==> config.mk <==
export PLATFORM = sky130hd
export DESIGN_NAME = can_fchk_rules
export DESIGN_NICKNAME = d
export VERILOG_FILES = /design/src/rtl/can_fchk_pkg.sv /design/src/rtl/can_fchk_rules.sv
export SDC_FILE = /design/constraint.sdc
export NUM_CORES = 1
export LEC_CHECK = 0
export ABC_AREA = 1
export BUFFER_PORTS_ARGS = -buffer_cell sky130_fd_sc_hd__buf_2
export CORE_MARGIN = 4
export CORE_UTILIZATION = 30
export CTS_CLUSTER_DIAMETER = 200
export DETAILED_ROUTE_END_ITERATION = 10
export HOLD_SLACK_MARGIN = 0.03
export SYNTH_ARGS = -nofsm -noshare
export SYNTH_HDL_FRONTEND = slang
export SYNTH_SLANG_ARGS = --single-unit
==> constraint.sdc <==
create_clock -name clk_i -period 0.8 [get_ports clk_i]
set_input_delay 0.04 -clock clk_i [delete_from_list [all_inputs] [get_ports clk_i]]
set_output_delay 0.04 -clock clk_i [all_outputs]
set_load 0.1 [all_outputs]
==> src/rtl/can_fchk_pkg.sv <==
package can_fchk_pkg;
  localparam int ID_W      = 11;
  localparam int DLC_W     = 4;
  localparam int CRC_W     = 15;
  localparam int EOF_LEN   = 7;
  localparam int ID_RULE_W = 7;
  localparam int BYTE_W    = 8;
  localparam int MAX_BYTES = 8;

  localparam int POS_ID_END  = ID_W;
  localparam int POS_RTR     = ID_W + 1;
  localparam int POS_IDE     = ID_W + 2;
  localparam int POS_R0      = ID_W + 3;
  localparam int POS_DLC_END = POS_R0 + DLC_W;
  localparam int MAX_LAST    = POS_DLC_END + ((1 << DLC_W) - 1) * BYTE_W;

  localparam int OFS_CRC_END = CRC_W;
  localparam int OFS_CRC_DEL = CRC_W + 1;
  localparam int OFS_ACK     = CRC_W + 2;
  localparam int OFS_ACK_DEL = CRC_W + 3;
  localparam int OFS_EOF_BEG = CRC_W + 4;
  localparam int OFS_EOF_END = CRC_W + 3 + EOF_LEN;

  localparam int MAX_POS = MAX_LAST + OFS_EOF_END;
  localparam int POS_W   = $clog2(MAX_POS + 1);

  localparam int NUM_WARN = 7;
  localparam int W_SOF  = 0;
  localparam int W_ID   = 1;
  localparam int W_IDE  = 2;
  localparam int W_DLC  = 3;
  localparam int W_CRCD = 4;
  localparam int W_ACKD = 5;
  localparam int W_EOF  = 6;

  typedef logic [POS_W-1:0] pos_t;

  typedef enum logic [3:0] {
    FLD_SOF  = 4'd0,
    FLD_ID   = 4'd1,
    FLD_RTR  = 4'd2,
    FLD_IDE  = 4'd3,
    FLD_R0   = 4'd4,
    FLD_DLC  = 4'd5,
    FLD_DATA = 4'd6,
    FLD_CRC  = 4'd7,
    FLD_CRCD = 4'd8,
    FLD_ACK  = 4'd9,
    FLD_ACKD = 4'd10,
    FLD_EOF  = 4'd11
  } fld_e;
endpackage

==> src/rtl/can_fchk_rules.sv <==
module can_fchk_rules
  import can_fchk_pkg::*;
(
  input  logic                clk_i,
  input  logic                rst_ni,
  input  logic                take_i,
  input  logic                bit_i,
  input  pos_t                idx_i,
  input  pos_t                last_i,
  input  logic [ID_W-1:0]     ident_i,
  input  logic [DLC_W-2:0]    dlc_hi_i,
  input  logic                eof_ok_i,
  output logic [NUM_WARN-1:0] warn_o,
  output logic                field_done_o,
  output fld_e                field_id_o,
  output logic                frame_done_o,
  output logic                frame_err_o
);
  logic [NUM_WARN-1:0] warn_now;
  logic [ID_W-1:0]     id_full;
  logic [DLC_W-1:0]    dlc_full;
  logic                tail, start, mark_v, done_now;
  fld_e                mark_c;

  always_comb begin
    tail     = idx_i > pos_t'(POS_DLC_END);
    start    = take_i && (idx_i == '0);
    id_full  = {ident_i[ID_W-2:0], bit_i};
    dlc_full = {dlc_hi_i, bit_i};
    warn_now = '0;
    warn_now[W_SOF]  = start && bit_i;
    warn_now[W_ID]   = take_i && (idx_i == pos_t'(POS_ID_END)) && (&id_full[ID_W-1 -: ID_RULE_W]);
    warn_now[W_IDE]  = take_i && (idx_i == pos_t'(POS_IDE)) && bit_i;
    warn_now[W_DLC]  = take_i && (idx_i == pos_t'(POS_DLC_END)) && (dlc_full > DLC_W'(MAX_BYTES));
    warn_now[W_CRCD] = take_i && tail && (idx_i == last_i + pos_t'(OFS_CRC_DEL)) && !bit_i;
    warn_now[W_ACKD] = take_i && tail && (idx_i == last_i + pos_t'(OFS_ACK_DEL)) && !bit_i;
    done_now         = take_i && tail && (idx_i == last_i + pos_t'(OFS_EOF_END));
    warn_now[W_EOF]  = done_now && !(eof_ok_i && bit_i);

    mark_v = take_i;
    mark_c = FLD_SOF;
    if (idx_i == '0)                                   mark_c = FLD_SOF;
    else if (idx_i == pos_t'(POS_ID_END))              mark_c = FLD_ID;
    else if (idx_i == pos_t'(POS_RTR))                 mark_c = FLD_RTR;
    else if (idx_i == pos_t'(POS_IDE))                 mark_c = FLD_IDE;
    else if (idx_i == pos_t'(POS_R0))                  mark_c = FLD_R0;
    else if (idx_i == pos_t'(POS_DLC_END))             mark_c = FLD_DLC;
    else if (tail && idx_i == last_i)                  mark_c = FLD_DATA;
    else if (tail && idx_i == last_i + pos_t'(OFS_CRC_END)) mark_c = FLD_CRC;
    else if (tail && idx_i == last_i + pos_t'(OFS_CRC_DEL)) mark_c = FLD_CRCD;
    else if (tail && idx_i == last_i + pos_t'(OFS_ACK))     mark_c = FLD_ACK;
    else if (tail && idx_i == last_i + pos_t'(OFS_ACK_DEL)) mark_c = FLD_ACKD;
    else if (done_now)                                 mark_c = FLD_EOF;
    else                                               mark_v = 1'b0;
  end

  for (genvar g = 0; g < NUM_WARN; g++) begin : g_warn
    always_ff @(posedge clk_i or negedge rst_ni) begin
      if (!rst_ni) warn_o[g] <= 1'b0;
      else         warn_o[g] <= warn_now[g];
    end
  end

  always_ff @(posedge clk_i or negedge rst_ni) begin
    if (!rst_ni) begin
      field_done_o <= 1'b0;
      field_id_o   <= FLD_SOF;
      frame_done_o <= 1'b0;
      frame_err_o  <= 1'b0;
    end else begin
      field_done_o <= mark_v;
      field_id_o   <= mark_v ? mark_c : FLD_SOF;
      frame_done_o <= done_now;
      if (start) frame_err_o <= |warn_now;
      else       frame_err_o <= frame_err_o | (|warn_now);
    end
  end

  AST_WARN_NEEDS_BIT: assert property (@(posedge clk_i) disable iff (!rst_ni)
    (|warn_o) |-> $past(take_i)) else $error("warning without bit");
  AST_DONE_IS_EOF: assert property (@(posedge clk_i) disable iff (!rst_ni)
    frame_done_o |-> (field_done_o && field_id_o == FLD_EOF)) else $error("done w/o eof");
  AST_ERR_ON_WARN: assert property (@(posedge clk_i) disable iff (!rst_ni)
    (|warn_o) |-> frame_err_o) else $error("warn not sticky");
  AST_ERR_STICKY: assert property (@(posedge clk_i) disable iff (!rst_ni)
    (frame_err_o && !start) |=> frame_err_o) else $error("err dropped");
endmodule

==> qor.csv <==
metric,value,unit
CP startpoint kind,primary input,
Post-Syn Area,1836,sq um
post-place setup slack,-0.8465,ns
Seq cells post-synth,14,
status,finished with violations,
die area,7434,sq um
TritonCTS buffer count,3,
hold path depth,4,
Syn Area/Cell,5.613,sq um
Ports,49,
largest net degree at the start of global routing,15,
TritonCTS clock tree,yes,
pwr dens,899.1,nW/um^2
DRT Wirelength,5671,um
CTS clock-pin slew for the worst setup and hold paths,0.05,ns
initial cell density of the core,31.00,%
VDD IR max,1424,uV
PortBufs,44,
Final Setup Violations,26,
"Seq/Total Area, Yosys",19.09,%
hold path start,eof_ok_i,
period utilisation layout,158.9,%
flop2flop setup slack,-0.13,ns
die extent in y,86.22,um
r2r endpoint,frame_err_o$_DFF_PN0_,
Routed WL per cell,11.32,um
CP Capture Type,flop,
Pre-antenna DRT Iters,4,
Layout area overhead,77.57,%
worst-path maximum fanout,5,
synth warn,0,
FP Rows,28,
Cells after Synth,327,
root buf cell,clkbuf_8,
Final min period,1.271,ns
worst path arrival time,1.44,ns
path depth of the worst reg2reg path,4,
CP Class,primary input to flop,
Yosys cell types,29,
final hold slack,0.05520,ns
Final Power,2.930,mW
final core utilization,55.05,%
# diodes,0,
relative slew slack,81.38,%
GPL Wtd Cong,0.8904,
DR DRC count,0,
leak pwr,1.798,nW
chip width,86.22,um
Setup Skew,0,ns
layout cell share with drive strength beyond 1,50.23,%
RSZ-0062 raised after global routing,yes,
Worst Path Required,0.97,ns
endpoints failing hold,0,
Core Region,5921,sq um
Max-cap violations,0,
gr ovfl total,0,
DRT iter0 DRCs,66,
final worst slack,-0.4708,ns
Max Freq,0.7869,GHz
gr usage total,15.15,%
first-pass GRT wire length,9473,um
WHS Endpoint,warn_o[6]$_DFF_PN0_,
Final Cell Area,3259,sq um
Final #Nets,468,
syn nets,368,
initial antenna violation count,0,
max-slew violation count,0,
hpwl dp,4604,um
clk buf depth,2,
violated checks,setup timing,
Placed Area,2791,sq um
clk sinks,14,
Worst Tran Pin Value,0.2793,ns
vias in the first global route,2242,
vias per inst,4.557,
vias post-DR,2283,
Crit Reg-Reg Startpoint,frame_err_o$_DFF_PN0_,
# H-tree levels,1,
Clock Latency Late Sink,0.24,ns
HP Class,primary input to flop,
"antenna viol nets, final",0,
-- critical path, cell delays in order --
cell and delay, ns:
buf_12 0.10, inv_8 0.04, ha_4 0.26, inv_2 0.03
nand2_1 0.04, nand2_1 0.06, nor2_2 0.11, nand4_1 0.12
nor2_2 0.13, nand3_2 0.12, buf_6 0.14, inv_4 0.04
nand2_2 0.04, inv_2 0.05, nor2_2 0.03, nand2_1 0.07
-- kinds of logic (layout without fill, tap and decap cells) --
family                   Yosys count  in the layout  synth area share, %
XOR/XNOR                           3              3                1.432
AO/OA/AOI/OAI                     10             10                3.067
flip-flops                        14             14                19.09
buffers and inverters             59            158                13.77
AND/OR/NAND/NOR                  235            235                58.56
adder cells (fa/ha/maj)            6              6                4.090
-- worst max path at each step --
stage              start                      end  slack, ns
5_1_grt        last_i[1]    frame_err_o$_DFF_PN0_      -0.59
2_1_floorplan  last_i[2]  field_id_o[3]$_DFF_PN0_      -0.54
4_1_cts        last_i[1]  field_id_o[3]$_DFF_PN0_      -0.46
3_3_place_gp   last_i[0]  field_id_o[3]$_DFF_PN0_      -0.82
6_report       last_i[1]    frame_err_o$_DFF_PN0_      -0.47
3_5_place_dp   last_i[0]  field_id_o[3]$_DFF_PN0_      -0.85
-- Yosys cell counts, drive strengths merged --
| cell type | number | area [sq um] |
|---|---|---|
| xor2 | 2 | 17.52 |
| o21ai | 5 | 25.02 |
| nor3 | 8 | 45.04 |
| nand3b | 1 | 11.26 |
| nor2 | 40 | 177.7 |
| ha | 6 | 75.07 |
| xnor2 | 1 | 8.760 |
| inv | 54 | 207.7 |
| nand4 | 9 | 62.56 |
| dfrtp | 14 | 350.3 |
| nand2 | 145 | 584.3 |
| o21bai | 1 | 11.26 |
| clkbuf | 1 | 3.750 |
| and2b | 1 | 7.510 |
| buf | 4 | 41.29 |
| a21oi | 4 | 20.02 |
| and2 | 1 | 6.260 |
| nand3 | 30 | 180.2 |
-- stage by stage --
| step | cells | setup TNS [ns] |
|---|---|---|
| CTS | 497 | -4.580 |
| global placement | 489 | -8.455 |
| detailed placement | 489 | -8.712 |
| global route | 501 | -6.156 |
| floorplan | 327 | -4.142 |
| finish | 501 | -4.707 |
-- where the power goes --
part	internal (mW)	total (mW)	leakage, nW	switching (mW)
logic	0.669	1.52	1.60	0.854
registers	0.734	0.749	0.173	0.0152
clock network	0.435	0.658	0.0288	0.223
-- sequential cells by signal, summed over array words and instances (netlist names) --
| name | flops |
|---|---|
| field_id_o | 4 |
| field_done_o | 1 |
| warn_o | 7 |
| frame_err_o | 1 |
| frame_done_o | 1 |
-- routing by layer --
layer	share of wire (%)	up-vias	GRT usage (%)
li1	-	1199	-
met1	42	1025	18.57
met2	52	53	28.52
met3	5.0	6	1.426
met4	0.63	0	3.258
met5	0	-	0
-- layout make-up --
cell class	count	area [sq um]
clock buffer	4	55.05
fill	563	2661
inverter	54	245.2
multi-input combinational	254	1483
sequential	14	366.6
tap	75	93.84
timing repair buffer	100	1016
-- cell usage in the layout, fill, tap and decap left out, types with 3 or more instances in the layout --
cell type,n
nand2_1,117
buf_4,47
inv_1,30
nor2_1,23
nand2_2,22
buf_12,19
nand3_1,18
buf_2,17
dfrtp_2,13
inv_2,12
buf_6,12
nor2_2,11
nand3_2,11
inv_4,9
nand4_1,8
nor2_4,6
nand2_4,6
nor3_1,4
ha_4,4
clkbuf_8,4
a21oi_2,3
nor3_2,3
buf_8,3
-- what timing repair did --
item	in CTS	in global routing
pin swaps	22	18
endpoints found under the hold margin	14	0
hold buffers	1	0
resized for setup	56	53
endpoints found under the setup margin	28	27
buffers inserted	3	5
No activity file was read; power rests on OpenSTA's default activity.
